## config.mk

```make
export PLATFORM = sky130hd
export DESIGN_NAME = scan_sequencer
export DESIGN_NICKNAME = d
export VERILOG_FILES = /design/src/rtl/scan_seq_pkg.sv /design/src/rtl/gap_timer.sv /design/src/rtl/chan_picker.sv /design/src/rtl/latest_store.sv /design/src/rtl/scan_sequencer.sv
export SDC_FILE = /design/constraint.sdc
export NUM_CORES = 1
export LEC_CHECK = 0
export ABC_CLOCK_PERIOD_IN_PS = 6600
export CAP_MARGIN = 30
export CORE_MARGIN = 2
export CORE_UTILIZATION = 45
export DETAILED_ROUTE_END_ITERATION = 10
export DONT_BUFFER_PORTS = 1
export PLACE_DENSITY = 0.69
export SYNTH_ARGS = -nofsm -noshare
export SYNTH_HDL_FRONTEND = slang
export SYNTH_SLANG_ARGS = --single-unit
```

## constraint.sdc

```tcl
create_clock -name clk -period 6.6 [get_ports clk]
set_clock_uncertainty 0.05 [all_clocks]
set_input_delay 1.32 -clock clk [delete_from_list [all_inputs] [get_ports clk]]
set_output_delay 1.32 -clock clk [all_outputs]
set_load 0.02 [all_outputs]
```

## src/rtl/scan_seq_pkg.sv

```systemverilog
package scan_seq_pkg;

  typedef enum logic [1:0] {
    ST_IDLE = 2'd0,
    ST_CONV = 2'd1,
    ST_GAP  = 2'd2
  } seq_state_e;

  localparam logic [1:0] MODE_AUTO  = 2'd1;
  localparam int         BASE_GAP_US = 750;

  // Quiet period length in clock cycles for a two-bit code
  function automatic int unsigned gap_cycles(input logic [1:0] code,
                                             input int unsigned cyc_per_us);
    return (BASE_GAP_US << code) * cyc_per_us;
  endfunction

  // Next index with wrap-around
  function automatic int unsigned wrap_inc(input int unsigned idx,
                                           input int unsigned n);
    return (idx == n - 1) ? 0 : idx + 1;
  endfunction

endpackage

```

## src/rtl/gap_timer.sv

```systemverilog
module gap_timer
  import scan_seq_pkg::*;
#(
  parameter int unsigned CYC_PER_US = 100
) (
  input  logic       clk,
  input  logic       rst_n,
  input  logic       load,
  input  logic       abort,
  input  logic [1:0] code,
  output logic       busy,
  output logic       expire
);
  localparam int unsigned MAX_CYC = BASE_GAP_US * 8 * CYC_PER_US;
  localparam int unsigned CNT_W   = $clog2(MAX_CYC + 1);

  logic [CNT_W-1:0] count;
  logic [CNT_W-1:0] load_val;

  assign load_val = CNT_W'(gap_cycles(code, CYC_PER_US) - 1);
  assign expire   = busy && (count == '0);

  always_ff @(posedge clk or negedge rst_n) begin
    if (!rst_n) begin
      busy  <= 1'b0;
      count <= '0;
    end else if (abort) begin
      busy  <= 1'b0;
      count <= '0;
    end else if (load) begin
      busy  <= 1'b1;
      count <= load_val;
    end else if (busy) begin
      if (count == '0) busy <= 1'b0;
      else             count <= count - 1'b1;
    end
  end

  // the count never exceeds the longest period
  p_gap_bounded_r4: assert property (@(posedge clk) disable iff (!rst_n)
    busy |-> (count < CNT_W'(MAX_CYC)));

  // a running count moves down by one each cycle
  p_gap_counts_down_r4: assert property (@(posedge clk) disable iff (!rst_n)
    (busy && !expire && !load && !abort) |=> (count == $past(count) - 1'b1));

endmodule

```

## src/rtl/chan_picker.sv

```systemverilog
module chan_picker #(
  parameter int unsigned NUM_CH = 8,
  localparam int unsigned CH_W  = $clog2(NUM_CH)
) (
  input  logic [NUM_CH-1:0] eff_mask,
  input  logic [CH_W-1:0]   base,
  output logic              any,
  output logic [CH_W-1:0]   pick
);
  always_comb begin
    pick = '0;
    for (int i = NUM_CH - 1; i >= 0; i--) begin
      int unsigned idx;
      idx = int'(base) + i;
      if (idx >= NUM_CH) idx = idx - NUM_CH;
      if (eff_mask[idx]) pick = CH_W'(idx);
    end
  end

  assign any = |eff_mask;

  // the chosen channel is one that is enabled
  always_comb begin
    if (any) a_pick_enabled_r1: assert (eff_mask[pick]);
  end

endmodule

```

## src/rtl/latest_store.sv

```systemverilog
module latest_store #(
  parameter int unsigned NUM_CH = 8,
  parameter int unsigned RES_W  = 12,
  localparam int unsigned CH_W  = $clog2(NUM_CH)
) (
  input  logic             clk,
  input  logic             rst_n,
  input  logic             wr_en,
  input  logic [CH_W-1:0]  wr_chan,
  input  logic [RES_W-1:0] wr_data,
  input  logic [CH_W-1:0]  rd_sel,
  output logic [RES_W-1:0] rd_data
);
  logic [RES_W-1:0] slot [NUM_CH];

  for (genvar g = 0; g < NUM_CH; g++) begin : g_slot
    always_ff @(posedge clk or negedge rst_n) begin
      if (!rst_n)                                 slot[g] <= '0;
      else if (wr_en && (wr_chan == CH_W'(g)))    slot[g] <= wr_data;
    end
  end

  assign rd_data = slot[rd_sel];

  // a channel not written keeps its value
  p_slot_hold_r5: assert property (@(posedge clk) disable iff (!rst_n)
    !wr_en |=> $stable(slot[0]) && $stable(slot[NUM_CH-1]));

endmodule

```

## src/rtl/scan_sequencer.sv

```systemverilog
module scan_sequencer
  import scan_seq_pkg::*;
#(
  parameter int unsigned NUM_CH     = 8,
  parameter int unsigned RES_W      = 12,
  parameter int unsigned CYC_PER_US = 100,
  localparam int unsigned CH_W      = $clog2(NUM_CH)
) (
  input  logic              clk,
  input  logic              rst_n,
  input  logic [NUM_CH-1:0] chan_enable,
  input  logic [NUM_CH-1:0] pin_is_output,
  input  logic [1:0]        conv_mode,
  input  logic              scan_start,
  input  logic [1:0]        interval_sel,
  output logic              conv_req,
  output logic [CH_W-1:0]   conv_chan,
  input  logic              conv_done,
  input  logic [RES_W-1:0]  conv_data,
  output logic              res_valid,
  output logic [CH_W-1:0]   res_chan,
  output logic [RES_W-1:0]  res_data,
  input  logic [CH_W-1:0]   latest_sel,
  output logic [RES_W-1:0]  latest_value
);
  seq_state_e        state;
  logic [CH_W-1:0]   cursor;
  logic [CH_W-1:0]   cur_chan;
  logic [NUM_CH-1:0] enable_q;
  logic              start_q;

  // Named internal events
  logic [NUM_CH-1:0] eff_mask;
  logic              run;
  logic              restart;
  logic              any_eff;
  logic [CH_W-1:0]   next_chan;
  logic              sample_taken;
  logic              gap_load;
  logic              gap_busy;
  logic              gap_expire;
  logic              halt;

  assign eff_mask     = chan_enable & ~pin_is_output;
  assign run          = (conv_mode == MODE_AUTO) && scan_start;
  assign restart      = (chan_enable != enable_q) || (scan_start && !start_q);
  assign halt         = !run || restart;
  assign sample_taken = (state == ST_CONV) && conv_done && !halt;
  assign gap_load     = sample_taken;

  chan_picker #(.NUM_CH(NUM_CH)) u_pick (
    .eff_mask (eff_mask),
    .base     (cursor),
    .any      (any_eff),
    .pick     (next_chan)
  );

  gap_timer #(.CYC_PER_US(CYC_PER_US)) u_gap (
    .clk    (clk),
    .rst_n  (rst_n),
    .load   (gap_load),
    .abort  (halt),
    .code   (interval_sel),
    .busy   (gap_busy),
    .expire (gap_expire)
  );

  latest_store #(.NUM_CH(NUM_CH), .RES_W(RES_W)) u_store (
    .clk     (clk),
    .rst_n   (rst_n),
    .wr_en   (sample_taken),
    .wr_chan (cur_chan),
    .wr_data (conv_data),
    .rd_sel  (latest_sel),
    .rd_data (latest_value)
  );

  always_ff @(posedge clk or negedge rst_n) begin
    if (!rst_n) begin
      enable_q <= '0;
      start_q  <= 1'b0;
    end else begin
      enable_q <= chan_enable;
      start_q  <= scan_start;
    end
  end

  always_ff @(posedge clk or negedge rst_n) begin
    if (!rst_n) begin
      state    <= ST_IDLE;
      cursor   <= '0;
      cur_chan <= '0;
    end else if (halt) begin
      state  <= ST_IDLE;
      cursor <= '0;
    end else begin
      unique case (state)
        ST_IDLE: if (any_eff) begin
          state    <= ST_CONV;
          cur_chan <= next_chan;
        end
        ST_CONV: if (conv_done) begin
          state  <= ST_GAP;
          cursor <= CH_W'(wrap_inc(int'(cur_chan), NUM_CH));
        end
        ST_GAP: if (gap_expire) state <= ST_IDLE;
        default: state <= ST_IDLE;
      endcase
    end
  end

  always_ff @(posedge clk or negedge rst_n) begin
    if (!rst_n) begin
      res_valid <= 1'b0;
      res_chan  <= '0;
      res_data  <= '0;
    end else begin
      res_valid <= sample_taken;
      if (sample_taken) begin
        res_chan <= cur_chan;
        res_data <= conv_data;
      end
    end
  end

  assign conv_req  = (state == ST_CONV);
  assign conv_chan = cur_chan;

  // a stopped scan drops its request on the next cycle
  p_halt_drops_req_r3: assert property (@(posedge clk) disable iff (!rst_n)
    !run |=> !conv_req);

  // a live request never targets an output pin or disabled channel
  p_req_target_ok_r6: assert property (@(posedge clk) disable iff (!rst_n)
    (conv_req && run && !restart) |-> (chan_enable[conv_chan] && !pin_is_output[conv_chan]));

  // nothing to scan means no request appears from idle
  p_empty_no_req_r9: assert property (@(posedge clk) disable iff (!rst_n)
    (state == ST_IDLE && eff_mask == '0) |=> !conv_req);

  // the result strobe lasts a single cycle
  p_valid_pulse_r10: assert property (@(posedge clk) disable iff (!rst_n)
    res_valid |=> !res_valid);

  // a request waits, unchanged, for its completion
  p_req_held_r11: assert property (@(posedge clk) disable iff (!rst_n)
    (conv_req && !conv_done && !halt) |=> (conv_req && $stable(conv_chan)));

  // the gap timer runs while waiting between channels
  p_gap_runs_r4: assert property (@(posedge clk) disable iff (!rst_n)
    (state == ST_GAP) |-> gap_busy);

endmodule

```

### Yosys cells after proc, flatten, opt, wreduce, memory -nomap -nowiden

Cells that the tools add are included.

| operators by class | value |
|---|---|
| $add $sub $neg | 18 |
| multiply operators | 1 |
| order comparisons | 17 |
| equal/unequal tests | 15 |
| shifts and indexed selects | 1 |
| muxes and demuxes | 52 |
| bitwise operators | 4 |
| reductions and logical operators | 29 |

Operators by type and width:

| operator | number |
|---|---|
| 32-bit by 4-bit < comparator with 1-bit output, second input constant | 8 |
| 32-bit 2-to-1 mux | 8 |
| 32-bit by 4-bit greater-or-equal comparator with 1-bit output, second input constant | 7 |
| 32-bit by 4-bit subtractor with 32-bit output, second input constant | 7 |
| 20-bit 2-to-1 mux | 4 |
| 20-bit by 1-bit subtractor with 20-bit output, second input constant | 2 |
| 12-bit binary-select mux with 3-bit select | 1 |
| 3-bit 2-to-1 mux | 12 |
| 32-bit by 5-bit multiplier with 18-bit output, second input constant | 1 |
| 10-bit by 2-bit left shift with 32-bit output, first input constant | 1 |
| 1-bit binary-select mux with 3-bit select | 8 |
| 12-bit 2-to-1 mux | 2 |
| 20-bit zero test | 1 |
| 3-bit by 3-bit adder with 4-bit output, second input constant | 4 |
| 1-bit logical AND | 13 |
| 3-bit == test, second input constant | 4 |
| 1-bit 2-to-1 mux | 12 |
| 3-bit != test, second input constant | 3 |
| 3-bit by 2-bit adder with 4-bit output, second input constant | 2 |
| 8-bit bitwise AND | 1 |
| 2-bit 2-to-1 mux | 4 |
| 8-bit != test | 1 |
| 8-bit inverter | 1 |
| 8-bit OR reduction | 1 |
| 21 further kinds | 29 |

| word-level totals | value |
|---|---|
| register bits after elaboration | 150 |
| bits of input ports | 39 |
| output and inout port bits | 32 |
| logic and storage cells | 155 |

### Longest topological paths before layout

Gate-level depths: netlist of the first run.

| logic depth | value |
|---|---|
| depth after elaboration | 13 |
| gate-level depth with buffers | 9 |
| mapped depth without buffers | 9 |

### Cells and area by module

From an unflattened synthesis of the first run, not the netlist that was laid out.

| second synthesis, totals | value |
|---|---|
| cell total of the unflattened synthesis | 626 |
| area, all modules | 8323.0 µm² |

Modules (own cells, without submodules):

| module | times used | cells an instance | area each (µm²) | sequential area each (µm²) |
|---|---|---|---|---|
| latest_store | 1 | 251 | 4414.2 | 2402.3 |
| gap_timer | 1 | 188 | 1652.8 | 525.5 |
| scan_sequencer | 1 | 102 | 1463.9 | 825.8 |
| chan_picker | 1 | 85 | 792.0 | 0.0 |

### Worst setup path after synthesis of the first run

OpenSTA, ideal clock, no wires.

| path | value |
|---|---|
| path type | input to output |
| start point | input port latest_sel[0] |
| end point | output port latest_value[11] |
| data arrival time | 3.042 ns |
| data required time | 5.230 ns |
| setup slack | 2.188 ns |
| stages | 4 |
| buffers on the path | 2 |
| path through | clkbuf_1 > buf_1 > mux4_2 > mux2_2 |

| between the ends | value |
|---|---|
| cells in the longest elaborated chain, start to end | 4 |

RTL lines:

| what | RTL line | RTL |
|---|---|---|
| start, declared | scan_sequencer.sv:23 | `input logic [CH_W-1:0] latest_sel,` |
| 3-bit inverter with 4-bit output (not written as such) | latest_store.sv:23 | `assign rd_data = slot[rd_sel];` |
| 12-bit binary-select mux with 3-bit select | latest_store.sv:23 |  |
| 12-bit 2-to-1 mux (not written as such) (2 in a row) | latest_store.sv:23 |  |
| end, declared | scan_sequencer.sv:24 | `output logic [RES_W-1:0] latest_value` |

No other way between the ends. The select of a mux whose other input is x is not followed.

### Final worst setup path of the first run

| path | value |
|---|---|
| start point | register cursor[0] |
| end point | register cur_chan[1] (netlist: conv_chan[1]) |

| between the ends | value |
|---|---|
| cells in the longest elaborated chain, start to end | 13 |

RTL lines:

| what | RTL line | RTL |
|---|---|---|
| start, declared | scan_sequencer.sv:27 | `logic [CH_W-1:0] cursor;` |
| start signal, assigned | scan_sequencer.sv:104 | `cursor <= CH_W'(wrap_inc(int'(cur_chan), NUM_CH));` |
| 3-bit by 3-bit adder with 4-bit output | chan_picker.sv:14 | `idx = int'(base) + i;` |
| 32-bit by 4-bit subtractor with 32-bit output or 32-bit by 4-bit greater-or-equal comparator with 1-bit output (tied branches) | chan_picker.sv:15 | `if (idx >= NUM_CH) idx = idx - NUM_CH;` |
| 32-bit 2-to-1 mux | chan_picker.sv:15 |  |
| 1-bit binary-select mux with 3-bit select | chan_picker.sv:16 | `if (eff_mask[idx]) pick = CH_W'(idx);` |
| 1-bit 2-to-1 mux (not written as such) | chan_picker.sv:16 |  |
| 3-bit 2-to-1 mux (7 in a row) | chan_picker.sv:16 |  |
| 3-bit 2-to-1 mux (*) | chan_picker.sv:16 |  |
| end signal, assigned | scan_sequencer.sv:100 | `cur_chan <= next_chan;` |
| end, declared | scan_sequencer.sv:28 | `logic [CH_W-1:0] cur_chan;` |

Mark *: on every way between the ends. The rest lies on a longest branch, timed or not. The select of a mux whose other input is x is not followed.
A chain may end at the register's enable or synchronous reset.

==> results of run 1 <==
flip-flops by register name (all words and copies together) (netlist names):
name / cells
u_store.slot: 96
enable_q: 8
start_q: 1
res_valid: 1
res_data: 12
cursor: 3
res_chan: 3
u_gap.busy: 1
state: 2
u_gap.count: 20
conv_chan: 3
path summary, 6_finish.rpt:
check                                       from                      endpoint
min                         state[1]$_DFFE_PN0P_          state[0]$_DFFE_PN0P_
min in group asynchronous                  rst_n  u_store.slot[38]$_DFFE_PN0P_
max in group asynchronous                  rst_n  u_store.slot[82]$_DFFE_PN0P_
max reg2reg                cursor[0]$_DFFE_PN0P_      conv_chan[1]$_DFFE_PN0P_
max                        cursor[0]$_DFFE_PN0P_      conv_chan[1]$_DFFE_PN0P_
min reg2reg                 state[1]$_DFFE_PN0P_          state[0]$_DFFE_PN0P_
power breakdown:
part           internal [mW]  switching (mW)  leakage [nW]  total (mW)
Clock                  0.554           0.368         0.275       0.922
Combinational         0.0286          0.0241          1.63      0.0526
Sequential             0.923         0.00219          2.07       0.925
cell type report:
type                       instances  share of cell area (%)
multi-input combinational        408                    45.5
sequential                       150                    43.7
clock buffer                      23                    5.68
tap                              225                    3.28
clock inverter                     8                   0.860
inverter                          14                   0.612
timing repair buffer               3                   0.350
cell usage in the layout (no fill, tap or decap), types with 3 or more instances in the layout:
cell type  instances
a31oi_1            7
clkbuf_8           4
a211o_1            3
o22ai_1            3
nor2b_1           10
xnor2_1           15
nor3_1            12
nand4_1            3
dfrtp_1          150
a311oi_1           3
o21ai_0            9
mux2_2           128
mux2i_1            7
mux4_2            35
and2_1             4
ha_1              19
nand2b_1          10
o211ai_1           3
nor4_1             7
a211oi_1           9
a21oi_1           18
nor2_1            27
a21o_1             3
nand2_1           23
xor2_1            12
inv_1             13
clkinv_2           4
clkbuf_16         17
metal layers:
layer | wire [um] | GRT usage [%] | share of wire [%]
met1 | 7240 | 23.7 | 42
met5 | 0 | 0 | 0
met2 | 8610 | 33.3 | 51
met4 | 183 | 5.56 | 1.1
met3 | 1010 | 6.26 | 5.9
through the flow:
| step | hold slack, ns | power (mW) | setup slack, ns |
|---|---|---|---|
| global route | 0.461 | 1.96 | 2.42 |
| floorplan | 0.407 | 0.991 | 2.19 |
| CTS | 0.448 | 1.92 | 2.71 |
| finish | 0.438 | 1.90 | 2.72 |
| detailed placement | 0.435 | 0.994 | 2.74 |
| global placement | 0.422 | 0.993 | 2.86 |
cells by family after synthesis:
family	after synthesis	synth area share, %
adders and majority gates	19	3.04
muxes	170	29.4
other	1	0.0479
DFF	150	47.9
buffers and inverters	44	2.22
xor gates and xnor gates	27	3.02
and+or+nand+nor	119	8.23
AOI/OAI and AO/OA	72	6.14
==> flow_metrics.py, run 1 <==
metrics = {
    "outcome": {
        "outcome": "complete, no violations",
    },
    "finish": {
        "seqCellArea_sq_um": 3750,
        "diodes": 0,
        "multi_input_area_sq_um": 3910,
        "final_util_pct": 50.0,
        "layout-drive-gt1-share_pct": 33.7,
        "fin_cells": 831,
        "area_growth_pct": 9.64,
        "nets": 652,
        "stdcell_area_sq_um": 8580,
        "num-fill-cells": 1530,
    },
    "floorplanning": {
        "fp-row-count": 48,
        "fp.dieW_um": 136,
        "start_util_pct": 45.6,
        "die_h_um": 136,
        "num_io_pins": 71,
        "die-area_sq_um": 18500,
        "core_sq_um": 17200,
    },
    "yosys": {
        "netlist_instances": 602,
        "yosysSeqAreaShare_pct": 47.9,
        "yosys.area.top_type": "dfrtp_1",
        "ys_top_cells_by_count": "dfrtp_1, mux2_2, mux4_2, nor2_1, clkbuf_1",
        "synth_seq_cells": 150,
        "synth.most_common_cell": "dfrtp_1",
        "yosysWarnings": 0,
        "avgSynthCellArea_sq_um": 13.0,
        "synthesis.nets": 660,
        "synth_cell_type_count": 57,
        "yosys-top-cells-area": "dfrtp_1, mux2_2, mux4_2",
        "synth_edf_count": 0,
        "synth_area_sq_um": 7830,
        "async_reset_ff_share_pct": 100,
        "yosys.area.top_type_share_pct": 47.9,
        "ys.flop_type": "dfrtp_1",
    },
    "pwr": {
        "power.density_nw_per_um2": 221,
        "peakVddDrop_uv": 194,
        "leakagePower_nw": 3.98,
    },
    "worst_setup_path": {
        "critPathTopFamily": "multiplexers",
        "crit_buf_inv": 1,
        "reg2regPathDepth": 8,
        "r2r_setup_slack_ns": 2.72,
        "crit_path_cell_trace": "clkinv_1, ha_1, mux4_2, mux2_2, nor4_1, nor4b_1, or3_1, a31oi_1",
        "startpoint_type": "flip-flop",
        "crit_required_ns": 6.90,
        "cp_num_cells": 8,
        "end_kind": "flip-flop",
        "critical_path_peak_fanout": 21,
        "cp_slowest_cell": "dfrtp_1",
        "max_stage_delay_ns": 0.85,
        "worstPathArrival_ns": 4.18,
        "worstSetupPathType": "flip-flop to flip-flop",
    },
    "clock_network": {
        "cts_made_buffers": 17,
        "cts_buffer_depth": 2,
        "cts.reportedPaths.clkPinSlew_ns": 0.06,
        "clk_latency_ns": 0.43,
        "post_cts_resize_count": 0,
        "htreeDepth": 4,
        "cts_tree": "built",
        "root_buffer": "clkbuf_16",
        "cts_sinks": 150,
        "post_cts_buffers": 0,
        "hold_buffers": 0,
    },
    "min_path": {
        "min_path_type": "flip-flop to flip-flop",
        "hold_depth": 1,
    },
    "timing": {
        "rsz0062_at_grt": "false",
        "fin_tns_setup_ns": 0,
        "clock.fmax_mhz": 257,
        "slew_viol_final": 0,
        "worst_slew_pin_slew_ns": 0.787,
        "finalCritPeriodShare_pct": 58.9,
        "hold_viol": 0,
        "maxSlewHeadroom_pct": 47.1,
        "layout_min_cycle_time_ns": 3.88,
        "setup_viol": 0,
    },
    "detailed_routing": {
        "routedWlPerCell_um": 20.5,
        "viasPerCell": 5.84,
        "antenna_left": 0,
        "dr.pass1.iters": 4,
        "drt-total-wl_um": 17000,
        "drt_iter0_markers": 230,
        "vias": 4852,
        "drc": 0,
    },
    "placement": {
        "placedInstanceArea_sq_um": 8020,
        "dpl.hpwl_um": 11300,
        "globalplace.congestion": 0.883,
        "portBuffers": 0,
        "dp.cells": 800,
    },
    "run": {
        "cap_violations": 0,
    },
    "global_routing": {
        "grt_pass1_wl_um": 27400,
        "grt_pass1_vias": 5233,
        "antenna_found_initial": 0,
        "track_usage_pct": 19.5,
        "overflow": 0,
        "grt_max_degree": 151,
    },
}
(Power assumes the default switching activity.)
==> inputs of run 2 (changes only) <==
ABC_CLOCK_PERIOD_IN_PS = 3380   (was 6600)
PLACE_DENSITY = 0.71   (was 0.69)
clock period = 3.38 ns   (was 6.6 ns; I/O delays follow)
==> run 2 against run 1 <==
  * The flow now finishes with violations (negative hold slack)
  * Critical endpoint is now conv_chan[0]$_DFFE_PN0P_
  * Sequential cell count unchanged
  * Sequential power up 96%
  * Cell count up 0.96%
  * Total power up 100%
  * Final area up 1.1%
  * Combinational power up 100%
  * Count of clock-buffer cells in the layout down 4
  * Non-clock buffer count up 8
==> flow_metrics.py, run 2 (same netlist as run 1, synthesis figures left out) <==
metrics = {
    "timing": {
        "setup_viol": 0,
        "rsz0062_at_grt": "false",
        "fin_tns_setup_ns": 0,
        "hold_viol": 150,
        "worst_slew_pin_slew_ns": 0.781,
        "finalCritPeriodShare_pct": 89.0,
        "holdWs_ns": -0.102,
        "clock.fmax_mhz": 332,
        "maxSlewHeadroom_pct": 47.8,
        "worst_slack_ns": 0.371,
        "slew_viol_final": 0,
        "layout_min_cycle_time_ns": 3.01,
    },
    "finish": {
        "diodes": 0,
        "largest-register": "u_store.slot",
        "layout_commonest_cell": "dfrtp_1",
        "multi_input_area_sq_um": 3910,
        "reg_top3": "u_store.slot x96, u_gap.count x20, res_data x12",
        "area_growth_pct": 10.9,
        "largest_reg_flops": 96,
        "fin_cells": 839,
        "layout-drive-gt1-share_pct": 34.9,
        "stdcell_area_sq_um": 8680,
        "nets": 660,
        "seqCellArea_sq_um": 3750,
        "num-fill-cells": 1497,
        "final_util_pct": 50.5,
        "mostFrequentLayoutCells": "dfrtp_1, mux2_2, mux4_2",
    },
    "pwr": {
        "power.density_nw_per_um2": 442,
        "peakVddDrop_uv": 387,
        "power_mw": 3.84,
        "leakagePower_nw": 4.03,
    },
    "placement": {
        "portBuffers": 0,
        "globalplace.congestion": 0.879,
        "dp.cells": 808,
        "placedInstanceArea_sq_um": 8080,
        "dpl.hpwl_um": 11500,
        "place_ws_ns": 0.419,
    },
    "detailed_routing": {
        "drc": 0,
        "drt_iter0_markers": 269,
        "antenna_left": 0,
        "drt-total-wl_um": 17200,
        "routedWlPerCell_um": 20.5,
        "viasPerCell": 5.89,
        "dr.pass1.iters": 4,
        "vias": 4941,
    },
    "global_routing": {
        "track_usage_pct": 19.8,
        "overflow": 0,
        "grt_pass1_vias": 5285,
        "grt_pass1_wl_um": 27900,
        "grt_max_degree": 151,
        "antenna_found_initial": 0,
    },
    "clock_network": {
        "cts.reportedPaths.clkPinSlew_ns": 0.06,
        "cts_buffer_depth": 2,
        "htreeDepth": 4,
        "cts_tree": "built",
        "clk_latency_ns": 0.42,
        "cts_sinks": 150,
        "root_buffer": "clkbuf_16",
        "cts_made_buffers": 17,
    },
    "worst_setup_path": {
        "crit_required_ns": 3.64,
        "worstSetupPathType": "flip-flop to flip-flop",
        "end_kind": "flip-flop",
        "startpoint_type": "flip-flop",
        "critical_path_peak_fanout": 8,
        "worstPathArrival_ns": 3.27,
    },
    "floorplanning": {
        "die-area_sq_um": 18500,
        "start_util_pct": 45.6,
        "fp-row-count": 48,
        "die_h_um": 136,
        "fp.dieW_um": 136,
        "num_io_pins": 71,
        "core_sq_um": 17200,
    },
    "run": {
        "cap_violations": 0,
    },
    "min_path": {
        "min_path_type": "input port to async pin",
    },
    "outcome": {
        "outcome": "complete, but fails checks",
        "violations": "negative hold slack",
    },
}
## run 2: changes by cell type in the layout (fill, tap and decap cells not counted), sizes merged
cell,previous run,this run
clkinvlp,2,3
clkbuf,23,19
clkinv,6,7
bufinv,1,3
buf,3,11
## run 2: report_power, final
| part | internal, mW | switching [mW] |
|---|---|---|
| Clock | 1.19 | 0.736 |
| Combinational | 0.0566 | 0.0486 |
| Sequential | 1.80 | 0.00424 |
| Total | 3.05 | 0.788 |
## run 2: path summary, 6_finish.rpt
path                                            start                           to  slack [ns]  depth (start not counted)
worst max register to register  cursor[0]$_DFFE_PN0P_     conv_chan[0]$_DFFE_PN0P_        0.37                          9
worst min-delay path                            rst_n      res_data[4]$_DFFE_PN0P_       -0.10                          0
worst max-delay path            cursor[0]$_DFFE_PN0P_     conv_chan[0]$_DFFE_PN0P_        0.37                          9
max in group asynchronous                       rst_n  u_gap.count[10]$_DFFE_PN0P_        3.14                          0
worst min register to register   state[1]$_DFFE_PN0P_         state[0]$_DFFE_PN0P_        0.44                          1
min in group clk                       chan_enable[4]        enable_q[4]$_DFF_PN0_        0.23                          0
## run 2: final cells by class
| class | instances | share of cell area, % |
|---|---|---|
| multi-input cells | 408 | 45.0 |
| flip-flops and latches | 150 | 43.2 |
| well taps | 225 | 3.24 |
| inverters | 14 | 0.605 |
| repair buffers | 11 | 0.951 |
| clock buffers | 19 | 5.22 |
| clock inverters | 12 | 1.77 |
## run 2: critical path, stage by stage (launching register included)
cell and delay (ns):
dfrtp_1 0.35, clkinv_1 0.21, ha_1 0.45, buf_4 0.19, mux4_2 0.56, mux2_2 0.32
o211ai_1 0.18, a21oi_1 0.06, a211o_1 0.26, mux2_2 0.25
## run 2: what timing repair did
| action | in CTS | in global routing |
|---|---|---|
| endpoints found under the hold margin | 150 | 150 |
| resized for setup | 0 | 0 |
| setup buffers | 0 | 0 |
## run 2: metal layers
metal  vias up  share of wire [%]  track usage, %
met5         -                  0               0
met4         0                1.7            5.96
met3        21                5.2            5.78
met2       156                 51            33.0
met1      2537                 42            25.0
li1       2227                  -               -
